### src/rtl/ser_pkg.sv
package ser_pkg;

    localparam int LANES         = 4;
    localparam int CODE_W        = 12;
    localparam int SLOTS_PER_SMP = CODE_W;
    localparam int HALF_SLOTS    = SLOTS_PER_SMP / 2;
    localparam int PH_W          = $clog2(SLOTS_PER_SMP);

    typedef logic [CODE_W-1:0] code_t;
    typedef logic [PH_W-1:0]   phase_t;

    localparam code_t  CODE_TOP = '1;
    localparam code_t  CODE_MID = code_t'(1) << (CODE_W - 1);
    localparam phase_t PH_LAST  = phase_t'(SLOTS_PER_SMP - 1);

    // One sample period worth of data moving through the delay line
    typedef struct packed {
        logic                  vld;
        code_t [LANES-1:0]     code;
    } smp_word_t;

    typedef enum logic [1:0] {
        CLIP_NONE = 2'd0,
        CLIP_LOW  = 2'd1,
        CLIP_HIGH = 2'd2
    } clip_e;

    function automatic logic phase_in_high_half(input phase_t ph);
        return ph < phase_t'(HALF_SLOTS);
    endfunction

endpackage

### src/rtl/ser_phase_gen.sv
module ser_phase_gen
    import ser_pkg::*;
(
    input  logic clk,
    input  logic rst,
    output logic strobe,
    output logic frame,
    output logic bclk
);

    phase_t ph_q;
    phase_t ph_d;
    logic   frame_q;
    logic   bclk_q;

    always_comb begin
        if (ph_q == PH_LAST) ph_d = '0;
        else                 ph_d = ph_q + 1'b1;
    end

    // Frame and bit clock are registered from the next phase so they line
    // up with the phase register and carry no decode glitches.
    always_ff @(posedge clk) begin
        if (rst) begin
            ph_q    <= '0;
            frame_q <= 1'b1;
            bclk_q  <= 1'b1;
        end else begin
            ph_q    <= ph_d;
            frame_q <= phase_in_high_half(ph_d);
            bclk_q  <= ~ph_d[0];
        end
    end

    assign strobe = (ph_q == PH_LAST);
    assign frame  = frame_q;
    assign bclk   = bclk_q;

endmodule

### src/rtl/ser_clip.sv
module ser_clip
    import ser_pkg::*;
#(
    parameter int RAW_W = 14
) (
    input  logic [RAW_W-1:0] raw,
    output code_t            code
);

    localparam int EXT_W = (RAW_W > CODE_W) ? RAW_W + 1 : CODE_W + 2;

    logic [EXT_W-1:0] raw_ext;
    logic [EXT_W-1:0] sum;
    clip_e            kind;

    assign raw_ext = {{(EXT_W - RAW_W){raw[RAW_W-1]}}, raw};
    assign sum     = raw_ext + EXT_W'(CODE_MID);

    always_comb begin
        if (sum[EXT_W-1])                      kind = CLIP_LOW;
        else if (sum[EXT_W-2:CODE_W] != '0)    kind = CLIP_HIGH;
        else                                   kind = CLIP_NONE;
    end

    always_comb begin
        unique case (kind)
            CLIP_LOW:  code = '0;
            CLIP_HIGH: code = CODE_TOP;
            default:   code = sum[CODE_W-1:0];
        endcase
    end

endmodule

### src/rtl/ser_delay_line.sv
module ser_delay_line
    import ser_pkg::*;
#(
    parameter int DEPTH = 9
) (
    input  logic      clk,
    input  logic      rst,
    input  logic      flush,
    input  logic      advance,
    input  smp_word_t din,
    output smp_word_t dout
);

    generate
        if (DEPTH == 1) begin : g_single
            smp_word_t st;
            always_ff @(posedge clk) begin
                if (rst || flush)  st <= '0;
                else if (advance)  st <= din;
            end
            assign dout = st;
        end else begin : g_chain
            smp_word_t [DEPTH-1:0] st;
            always_ff @(posedge clk) begin
                if (rst || flush)  st <= '0;
                else if (advance)  st <= {st[DEPTH-2:0], din};
            end
            assign dout = st[DEPTH-1];
        end
    endgenerate

endmodule

### src/rtl/ser_lane_shift.sv
module ser_lane_shift
    import ser_pkg::*;
(
    input  logic  clk,
    input  logic  rst,
    input  logic  flush,
    input  logic  load,
    input  code_t din,
    output logic  sdo
);

    code_t sh;

    always_ff @(posedge clk) begin
        if (rst || flush) sh <= '0;
        else if (load)    sh <= din;
        else              sh <= {sh[CODE_W-2:0], 1'b0};
    end

    assign sdo = sh[CODE_W-1];

endmodule

### src/rtl/quad_ddr_serializer.sv
module quad_ddr_serializer
    import ser_pkg::*;
#(
    parameter int RAW_W   = 14,
    parameter int LATENCY = 9
) (
    input  logic                   clk,
    input  logic                   rst,
    input  logic                   pd,
    input  logic [LANES*RAW_W-1:0] raw_in,
    output logic                   smp_strobe,
    output logic [LANES-1:0]       lane_out,
    output logic                   bit_clk,
    output logic                   frame,
    output logic                   dvalid
);

    logic              strobe;
    code_t [LANES-1:0] clip_code;
    smp_word_t         cap_word;
    smp_word_t         tail_word;
    logic              dvalid_q;

    ser_phase_gen u_phase (
        .clk    (clk),
        .rst    (rst),
        .strobe (strobe),
        .frame  (frame),
        .bclk   (bit_clk)
    );

    generate
        for (genvar i = 0; i < LANES; i++) begin : g_clip
            ser_clip #(.RAW_W(RAW_W)) u_clip (
                .raw  (raw_in[i*RAW_W +: RAW_W]),
                .code (clip_code[i])
            );
        end
    endgenerate

    assign cap_word = {~pd, clip_code};

    ser_delay_line #(.DEPTH(LATENCY)) u_delay (
        .clk     (clk),
        .rst     (rst),
        .flush   (pd),
        .advance (strobe),
        .din     (cap_word),
        .dout    (tail_word)
    );

    generate
        for (genvar i = 0; i < LANES; i++) begin : g_lane
            ser_lane_shift u_shift (
                .clk   (clk),
                .rst   (rst),
                .flush (pd),
                .load  (strobe),
                .din   (tail_word.code[i]),
                .sdo   (lane_out[i])
            );
        end
    endgenerate

    always_ff @(posedge clk) begin
        if (rst || pd)   dvalid_q <= 1'b0;
        else if (strobe) dvalid_q <= tail_word.vld;
    end

    assign dvalid     = dvalid_q;
    assign smp_strobe = strobe;

endmodule

### config.mk
export PLATFORM = sky130hd
export DESIGN_NAME = quad_ddr_serializer
export DESIGN_NICKNAME = d
export VERILOG_FILES = /design/src/rtl/ser_pkg.sv /design/src/rtl/ser_phase_gen.sv /design/src/rtl/ser_clip.sv /design/src/rtl/ser_delay_line.sv /design/src/rtl/ser_lane_shift.sv /design/src/rtl/quad_ddr_serializer.sv
export SDC_FILE = /design/constraint.sdc
export NUM_CORES = 1
export LEC_CHECK = 0
export ABC_AREA = 1
export BUFFER_PORTS_ARGS = -buffer_cell sky130_fd_sc_hd__buf_2
export CORE_MARGIN = 2
export CORE_UTILIZATION = 58
export CTS_BUF_LIST = sky130_fd_sc_hd__clkbuf_16
export DETAILED_ROUTE_END_ITERATION = 8
export PLACE_DENSITY = 0.73
export SYNTH_ARGS = -nofsm -noshare
export SYNTH_HDL_FRONTEND = slang
export SYNTH_SLANG_ARGS = --single-unit
### constraint.sdc
create_clock -name clk -period 3.7 [get_ports clk]
set_clock_uncertainty 0.1 [all_clocks]
set_input_delay 0.555 -clock clk [delete_from_list [all_inputs] [get_ports clk]]
set_output_delay 0.555 -clock clk [all_outputs]
set_load 0.1 [all_outputs]
---- Word-level counts from Yosys, hierarchy flattened ----
Cells that the tools add are included.
storage, ports and cells
  bits in registers ....................... 496
  bits in latches ......................... 0
  bits in writable memories ............... 0
  ROM bits ................................ 0
  bits of input ports ..................... 59
  output and inout port bits .............. 8
  memories kept ........................... 0
operators by class
  add/subtract/negate cells ............... 5
  $mul .................................... 0
  divide/modulo/power cells ............... 0
  magnitude comparators ................... 1
  equal/unequal tests ..................... 9
  shifts and indexed selects .............. 0
  mux-type cells .......................... 17
  bitwise operators ....................... 3
  reductions and logical operators ........ 6
operators by type and width
  cell                                                                  count
  12-bit case mux with 2 select lines                                   4
  14-bit by 13-bit adder with 15-bit output, second input constant      4
  12-bit 2-to-1 mux                                                     4
  2-bit 2-to-1 mux                                                      8
  2-bit by 1-bit == test with 1-bit output, second input constant       4
  2-bit == test, second input constant                                  4
  2-bit nonzero test                                                    4
  4-bit by 1-bit adder with 4-bit output, second input constant         1
  4-bit == test, second input constant                                  1
  4-bit by 3-bit < comparator with 1-bit output, second input constant  1
  4-bit 2-to-1 mux                                                      1
  1-bit NOT                                                             3
  2-bit OR reduction                                                    1
  1-bit logical OR                                                      1

---- Longest topological paths before layout ----
Gate-level depths: netlist of run 1.
  depth in word-level cells ............... 6
  gate-level depth with buffers ........... 7

---- By module ----
Synthesis of run 1 repeated with hierarchy kept, for this count alone.
unflattened totals
  cell total of the unflattened synthesis .. 3314
  area total of the unflattened synthesis .. 21291.7 sq um
by module, submodules not included
  module               times used  cells each  area an instance (sq um)  sequential area each (sq um)
  ser_delay_line       1           2842        18240.0                   8828.5
  ser_lane_shift       4           73          518.0                     240.2
  ser_clip             4           35          167.7                     0.0
  ser_phase_gen        1           32          260.2                     120.1
  quad_ddr_serializer  1           8           48.8                      20.0

---- Least setup slack after synthesis of run 1 ----
OpenSTA, ideal clock, no wires.
  path type ............................... flip-flop to output port
  start ................................... register u_phase.ph_q[0]
  end ..................................... output smp_strobe
  arrival time ............................ 1390 ps
  slack ................................... 1655 ps
  stages on the path, launching flop included .. 5
  path buffers ............................ 1
  path through ............................ dfxtp_1 ha_1 nand2_1 nor2_4 buf_2
on the way
  longest elaborated chain between the ends .. 1
RTL lines
  element                   line                       text
  start: declaration        ser_phase_gen.sv:11        phase_t ph_q;
  start signal: assignment  ser_phase_gen.sv:29        ph_q <= ph_d;
  4-bit == test             ser_phase_gen.sv:35        assign strobe = (ph_q == PH_LAST);
  end: declaration          quad_ddr_serializer.sv:11  output logic smp_strobe,
No other way between the ends.

---- Worst setup path in the final report of run 1 ----
Same ends and word-level chain as after synthesis.

==> results summary, run 1 <==
The number of cells in the finished layout apart from fillers is 2677. The delay of the slowest cell on the worst path is 0.54 ns. The placed wire-length estimate after detailed placement is 17000 um.

The number of rows in the core area came out at 64. The detailed router finished its first iteration with 979 violations. The combined area of the multi-input logic cells came out at 0.00663 mm^2. The detail-routed via count per cell came out at 4.98. The worst hold path stage count is 2. The via count of the first global-routing pass came out at 11900. The run finished with clean final reports. The number of synthesized flops with an enable pin is 0.

The register-to-register setup slack is 1.29 ns. The number of nets in the finished design is 2307. The critical path goes through ha_1, nand2_1, nor2_4, buf_2.

The cell with the largest stage delay on the worst path is sky130_fd_sc_hd__buf_2. Counting every net in the synthesized netlist gives 2345. The share of cells above drive strength 1 came out at 6.75%. The number of setup buffers added after CTS is 0. The cell area after technology mapping is 0.0180 mm^2. The remaining design rule violation count came out at 0. The clock-pin slew on the worst setup and hold paths is 0.06 ns. The initial antenna violation count came to 0. The worst setup path is captured at an output pin. For the worst flop-to-flop path, the logic depth is 6. The worst hold slack after final layout is 0.188 ns. The cell type with the highest aggregate area in the netlist is sky130_fd_sc_hd__dfxtp_1. The final weighted congestion of routability-driven global placement is 0.791. The tree is rooted in a sky130_fd_sc_hd__clkbuf_16.

Synthesis inferred 496 register bits. The average footprint of a synthesized cell came out at 7.87 um^2. The via count of the routed design is 13300. The count of endpoints failing hold in the final timing report came to 0. The element type at the critical path start is a register. Setup repair after global routing left no endpoint under its margin. The number of library cell types mapped by synthesis came out at 20.

The overall die height came out at 180 um. After global routing the overflow that remains totals 0. By startpoint and endpoint, the worst setup path is classified as register to output pin. The worst-margin pin slew came out at 0.782 ns. Entering global routing, the biggest net connects 177 pins. The worst slew margin relative to its limit is 47.8%. After detailed routing, the total wire length is 29100 um. Counting the buffers created by CTS gives 48. The final core area utilization came out at 63.4%.

The width of the die is 180 um. The overall routing resource usage is 17.8%. The overall die area came out at 0.0324 mm^2. The CTS H-tree depth is 2. Sorting the synthesized cells by area gives the leading types as sky130_fd_sc_hd__dfxtp_1 (55%), sky130_fd_sc_hd__nor2_1 (18%), sky130_fd_sc_hd__o21ai_0 (12%), sky130_fd_sc_hd__buf_6 (2.9%), sky130_fd_sc_hd__nand2_1 (2.3%). The number of I/O pins is 67. In this run the worst setup path begins at u_phase.ph_q[0]$_SDFF_PP0_.

The post-cts hold buffer count is 0. The number of warning messages in the yosys log is 0. The final total negative setup slack is 0 ns. After layout, the worst path uses 81.8% of the clock period.

In this run the worst path has a maximum fanout of 25. The proportion of synthesized flip-flops having asynchronous set or reset is 0%. The peak supply drop came out at 0.347 mV. The worst hold path begins at rst. The first-pass GRT wire length is 51400 um.

The leading register cell type out of synthesis is sky130_fd_sc_hd__dfxtp_1. The setup slack of the critical path after layout came out at 0.672 ns. The register area came out at 0.00993 mm^2. The number of fill cells came out at 2708.

The worst-skew pair later-pin latency came out at 0.54 ns. TritonCTS built the clock tree. The number of antenna-violating nets in the routed design came out at 0. The total leakage power came out at 0.00671 uW. Data on the critical path is required at its endpoint by 3.04 ns. The worst-case setup slack after placement is 1.23 ns.

The count of antenna diodes in the layout came out at 0. Sequential cells were found to cover 55.3% of the synthesized design area. The wire length per cell after detailed routing came out at 10.9 um. The worst register-to-register path ends at g_lane[2].u_shift.sh[0]$_SDFF_PP0_. Across the run, the number of max-cap violations was 0.

The area added between synthesis and finish came out at 7.78%. Timing would allow up to 330 MHz. In this run the worst hold path is classified as input pin to register.

The area share of the largest cell type after synthesis came out at 55.3%. The number of pins with negative max-slew slack in the final report was 0. The first detailed-routing pass ran for 5 iterations.

Post-CTS repair changed the size of 0 cells. The routed design could run at a clock period as short as 3.03 ns. The number of setup violations in the final report came out at 0. Counting every sink on the clock net gives 496. The gate count of the mapped netlist is 2281. Once the floorplan was initialized, standard cells occupied 58.9% of the core. The end point of the critical path is smp_strobe. The total power divided by cell area is 521 mW/mm^2.

The buffer levels on the longest clock path came out at 3. The worst register-to-register path begins at u_phase.ph_q[0]$_SDFF_PP0_. The number of buffers added on ports came out at 66.

In the post-synthesis netlist, the cell with the most instances is sky130_fd_sc_hd__nor2_1. The floorplan step defined a core boundary enclosing 0.0305 mm^2. The arrival time of the worst setup path came out at 2.37 ns.

Once placement completed, the tool counted placed cells totaling 2589. By count the netlist is led by sky130_fd_sc_hd__nor2_1 (872), sky130_fd_sc_hd__dfxtp_1 (496), sky130_fd_sc_hd__o21ai_0 (433).
[placed cells by master, fill, tap and decap left out, drive strengths merged, types with 5 or more instances in the layout]
cell type	count
a21oi	58
buf	87
clkbuf	49
clkinv	19
dfxtp	496
ha	5
inv	84
nand2	112
nand4	49
nor2	876
o21ai	438
[worst min-delay path by stage]
stage                                         endpoint  slack (ns)
floorplan           g_lane[0].u_shift.sh[0]$_SDFF_PP0_        0.32
global placement    g_lane[1].u_shift.sh[0]$_SDFF_PP0_        0.32
detailed placement  g_lane[0].u_shift.sh[0]$_SDFF_PP0_        0.34
CTS                         u_phase.ph_q[3]$_SDFF_PP0_        0.16
global route                u_phase.ph_q[2]$_SDFF_PP0_        0.18
finish                      u_phase.ph_q[3]$_SDFF_PP0_        0.19
[final cells by class]
class / count / share of cell area (%)
inverter: 67 / 1.30
multi-input combinational: 1543 / 34.3
clock buffer: 49 / 6.34
clock inverter: 39 / 1.14
timing repair buffer: 87 / 3.10
tap: 396 / 2.56
sequential: 496 / 51.3
[registers in the layout (all words and copies together), names as in the netlist]
register,cells
g_lane.u_shift.sh,48
u_phase.frame,1
u_phase.bclk,1
u_phase.ph_q,4
u_delay.g_chain.st,392
u_delay.dout,49
dvalid,1
[cell families after synthesis]
family	synth area share, %
AND/OR/NAND/NOR	22.7
flip-flops	55.3
adder cells (fa/ha/maj)	0.348
AO/OA/AOI/OAI	13.9
buffers and inverters	7.79
[per-layer routing]
layer	global-route usage, %	wire, um	vias up	part of all wire [%]
met1	22.6	14500	5898	50
met2	31.4	13200	156	45
met3	2.84	989	39	3.4
li1	-	-	7231	-
met4	4.49	433	0	1.5
met5	0	0	-	0
[critical path: cells and delay by family, from the launching register on]
kind / cells / cell delay [ns]
adders and majority gates: 1 / 0.29
buffers and inverters: 1 / 0.54
DFF: 1 / 0.38
and+or+nand+nor: 2 / 0.62
[per-stage QoR]
step	instance area [um^2]	power, uW
after floorplan	18000	5700
after global placement	17900	5780
after detailed placement	17900	5790
after CTS	19400	10200
after global routing	19400	10500
final	19400	10100
[report_power, final]
| group | internal, uW | switching, uW | total, uW |
|---|---|---|---|
| combinational | 110 | 208 | 318 |
| sequential | 5350 | 4.14 | 5350 |
| clock | 2530 | 1890 | 4420 |
| total | 7980 | 2100 | 10100 |
No activity file was read; power rests on OpenSTA's default activity.
==> run 2, diff against run 1 <==
- clock period: 3.7 -> 2.9 ns (I/O delays scaled with it)
==> results summary, run 2 (synthesis gave the netlist of run 1 again) <==
The flow ran to the end, and the final reports show no timing, DRC or antenna violations. The overall die height came out at 180 um. The max-cap check violation count is 0. The overall die area came out at 0.0324 mm^2. Together, buffers and inverters on the worst path number 1. The first-pass GRT wire length came out at 53100 um. The final instance area is 0.0193 mm^2. By startpoint and endpoint, the worst setup path is classified as register to output pin. The number of setup violations in the final report came out at 0. The kind of end point of the critical path is an output pin. The most frequent standard cell in the layout excluding fill and tap cells is sky130_fd_sc_hd__nor2_1. The width of the die is 180 um.

The total leakage power came out at 0.00669 uW. VDD sags by at most 0.419 mV. The register area is 0.00993 mm^2.

For the final routed database, the setup TNS stands at 0 ns. The top register by number of flip-flops is u_delay.g_chain.st. The arrival time of the worst setup path came out at 1.92 ns. The share of cells above drive strength 1 is 6.88%. The number of buffers added on ports is 66. The final critical-path required period is 2.45 ns. Once the clock tree was built, the resizer swapped 0 gates to a different size. The fmax came out at 408 MHz. Global routing consumed, on the met2 layer, 32.4% of the routing resources. The number of setup buffers added after CTS is 0.

The worst-margin pin slew is 1.06 ns. For the worst-skew pair, the clock arrives at the later sink with an insertion delay of 0.55 ns. The buffer levels on the longest clock path came out at 3. The final weighted congestion of routability-driven global placement came out at 0.792. The number of antenna-violating nets in the routed design came out at 0. Entering global routing, the biggest net connects 244 pins. The post-placement cell area came out at 0.0179 mm^2. Summing all multi-input logic gate instances after layout gives 0.00663 mm^2. The CTS H-tree depth is 2. After clock tree synthesis, the flow added hold-fix buffers numbering 0. The register with the most flip-flops in the layout has 392 of them. The wire length per cell after detailed routing came out at 11.1 um. The layer flagged by global routing as most heavily used is met2. The clock-pin slew on the worst setup and hold paths is 0.06 ns. The via count of the first global-routing pass came out at 12400. The element type at the critical path start is a register. Traced cell by cell, the critical path runs through ha_1, nand2_1, nor2_4, buf_2. For this block, the via count after detailed routing is 13400.

The floorplan has 64 rows. The kind of cell adding the most delay to the critical path is buffers and inverters. For this run, the total global-route usage over all layers was measured as 18.4%. TritonCTS built the clock tree. The register-to-register setup slack came out at 0.56 ns.

The met1 global-route usage is 23.4%. For the worst setup path, the data required time is 2.37 ns. The number of pins with negative max-slew slack in the final report is 0. The iteration count of the initial detailed-routing pass is 4. The net count of the finished layout is 2306.

The global-route congestion overflow total came out at 0. In this run the clock root is driven by a sky130_fd_sc_hd__clkbuf_16. The total power divided by cell area came out at 666 mW/mm^2. The area added between synthesis and finish is 7.71%.

The tightest min-delay check is of the input pin to register type. In the layout the commonest cells are sky130_fd_sc_hd__nor2_1 (872), sky130_fd_sc_hd__dfxtp_1 (496), sky130_fd_sc_hd__o21ai_0 (433), sky130_fd_sc_hd__nand2_1 (112), sky130_fd_sc_hd__inv_1 (76). Setup repair after global routing left no endpoint under its margin. The starting density of the core came out at 58.9%. The delay of the slowest cell on the worst path is 0.45 ns. The DRC violation total after the first TritonRoute iteration is 938. The worst pin sits at a relative slew slack of 29.2%.

Global routing consumed, on the met3 layer, 2.84% of the routing resources. Of all nets on the critical path, the largest fanout is 4. On the critical path, the stage with the largest delay is an instance of sky130_fd_sc_hd__buf_2.

TritonCTS created 48 clock buffers. The core outline area came out at 0.0305 mm^2. The initial antenna violation count came out at 0. The worst path uses 84.6% of the clock period.

The detail-routed via count per cell came out at 5.00. The count of endpoints failing hold in the final timing report came out at 0. The clock net sink count is 496. After detailed routing, the number of remaining DRC violations is 0. The count of antenna diodes in the layout came out at 0. The aggregate routed wire length came out at 29600 um.

67 I/O pins were placed. Once detailed placement completed, the half-perimeter wirelength came to 17000 um. The number of fill cells is 2712.
-- run 2: changes by cell type in the layout (fill, tap and decap cells not counted), sizes merged --
cell,change
buf,-1
bufinv,-1
clkbuf,+1
clkinv,+8
inv,-7
-- run 2: worst paths after layout --
check / startpoint / to / depth (start not counted)
setup reg to reg: u_phase.ph_q[0]$_SDFF_PP0_ / u_delay.g_chain.st[14]$_SDFFE_PP0P_ / 6
hold / removal: rst / u_phase.ph_q[3]$_SDFF_PP0_ / 2
hold reg to reg: u_delay.g_chain.st[48]$_SDFFE_PP0P_ / u_delay.g_chain.st[97]$_SDFFE_PP0P_ / 2
setup / recovery: u_phase.ph_q[0]$_SDFF_PP0_ / smp_strobe / 4
-- run 2: worst reg2reg max path: stages, from the launching register on --
cell and delay [ns]:
sky130_fd_sc_hd__dfxtp_1 0.38, sky130_fd_sc_hd__ha_1 0.28, sky130_fd_sc_hd__nand3_4 0.33, sky130_fd_sc_hd__buf_12 0.33
sky130_fd_sc_hd__nor2_1 0.54, sky130_fd_sc_hd__nand2_1 0.14, sky130_fd_sc_hd__a21oi_1 0.16
-- run 2: power breakdown --
group	switching [uW]	internal, uW
logic	260	132
registers	5.29	6820
clock network	2470	3200
total	2740	10100
-- run 2: per-layer routing --
layer / share of wire (%) / vias to the layer above
met3: 3.0 / 49
li1: - / 7226
met2: 46 / 150
met1: 50 / 5961
met5: 0 / -
met4: 1.8 / 0
-- run 2: metrics by stage --
step           util, %  instances  setup WS (ns)  power [uW]  hold slack [ns]
2_1_floorplan        -       2281          0.975        7270            0.316
3_3_place_gp      58.6       2588          0.699        7360            0.325
3_5_place_dp      58.6       2588          0.591        7370            0.334
4_1_cts           63.4       2677          0.427       13000           0.0294
5_1_grt           63.4       2677          0.310       13400           0.0539
6_report          63.4       2677          0.448       12900           0.0514
-- run 2: area by class of cell --
| cell class | instances | area share [%] |
|---|---|---|
| Tap cell | 396 | 2.56 |
| Multi-Input combinational cell | 1543 | 34.3 |
| Clock buffer | 50 | 6.47 |
| Clock inverter | 39 | 1.05 |
| Sequential cell | 496 | 51.3 |
| Inverter | 67 | 1.30 |
| Timing Repair Buffer | 86 | 3.00 |
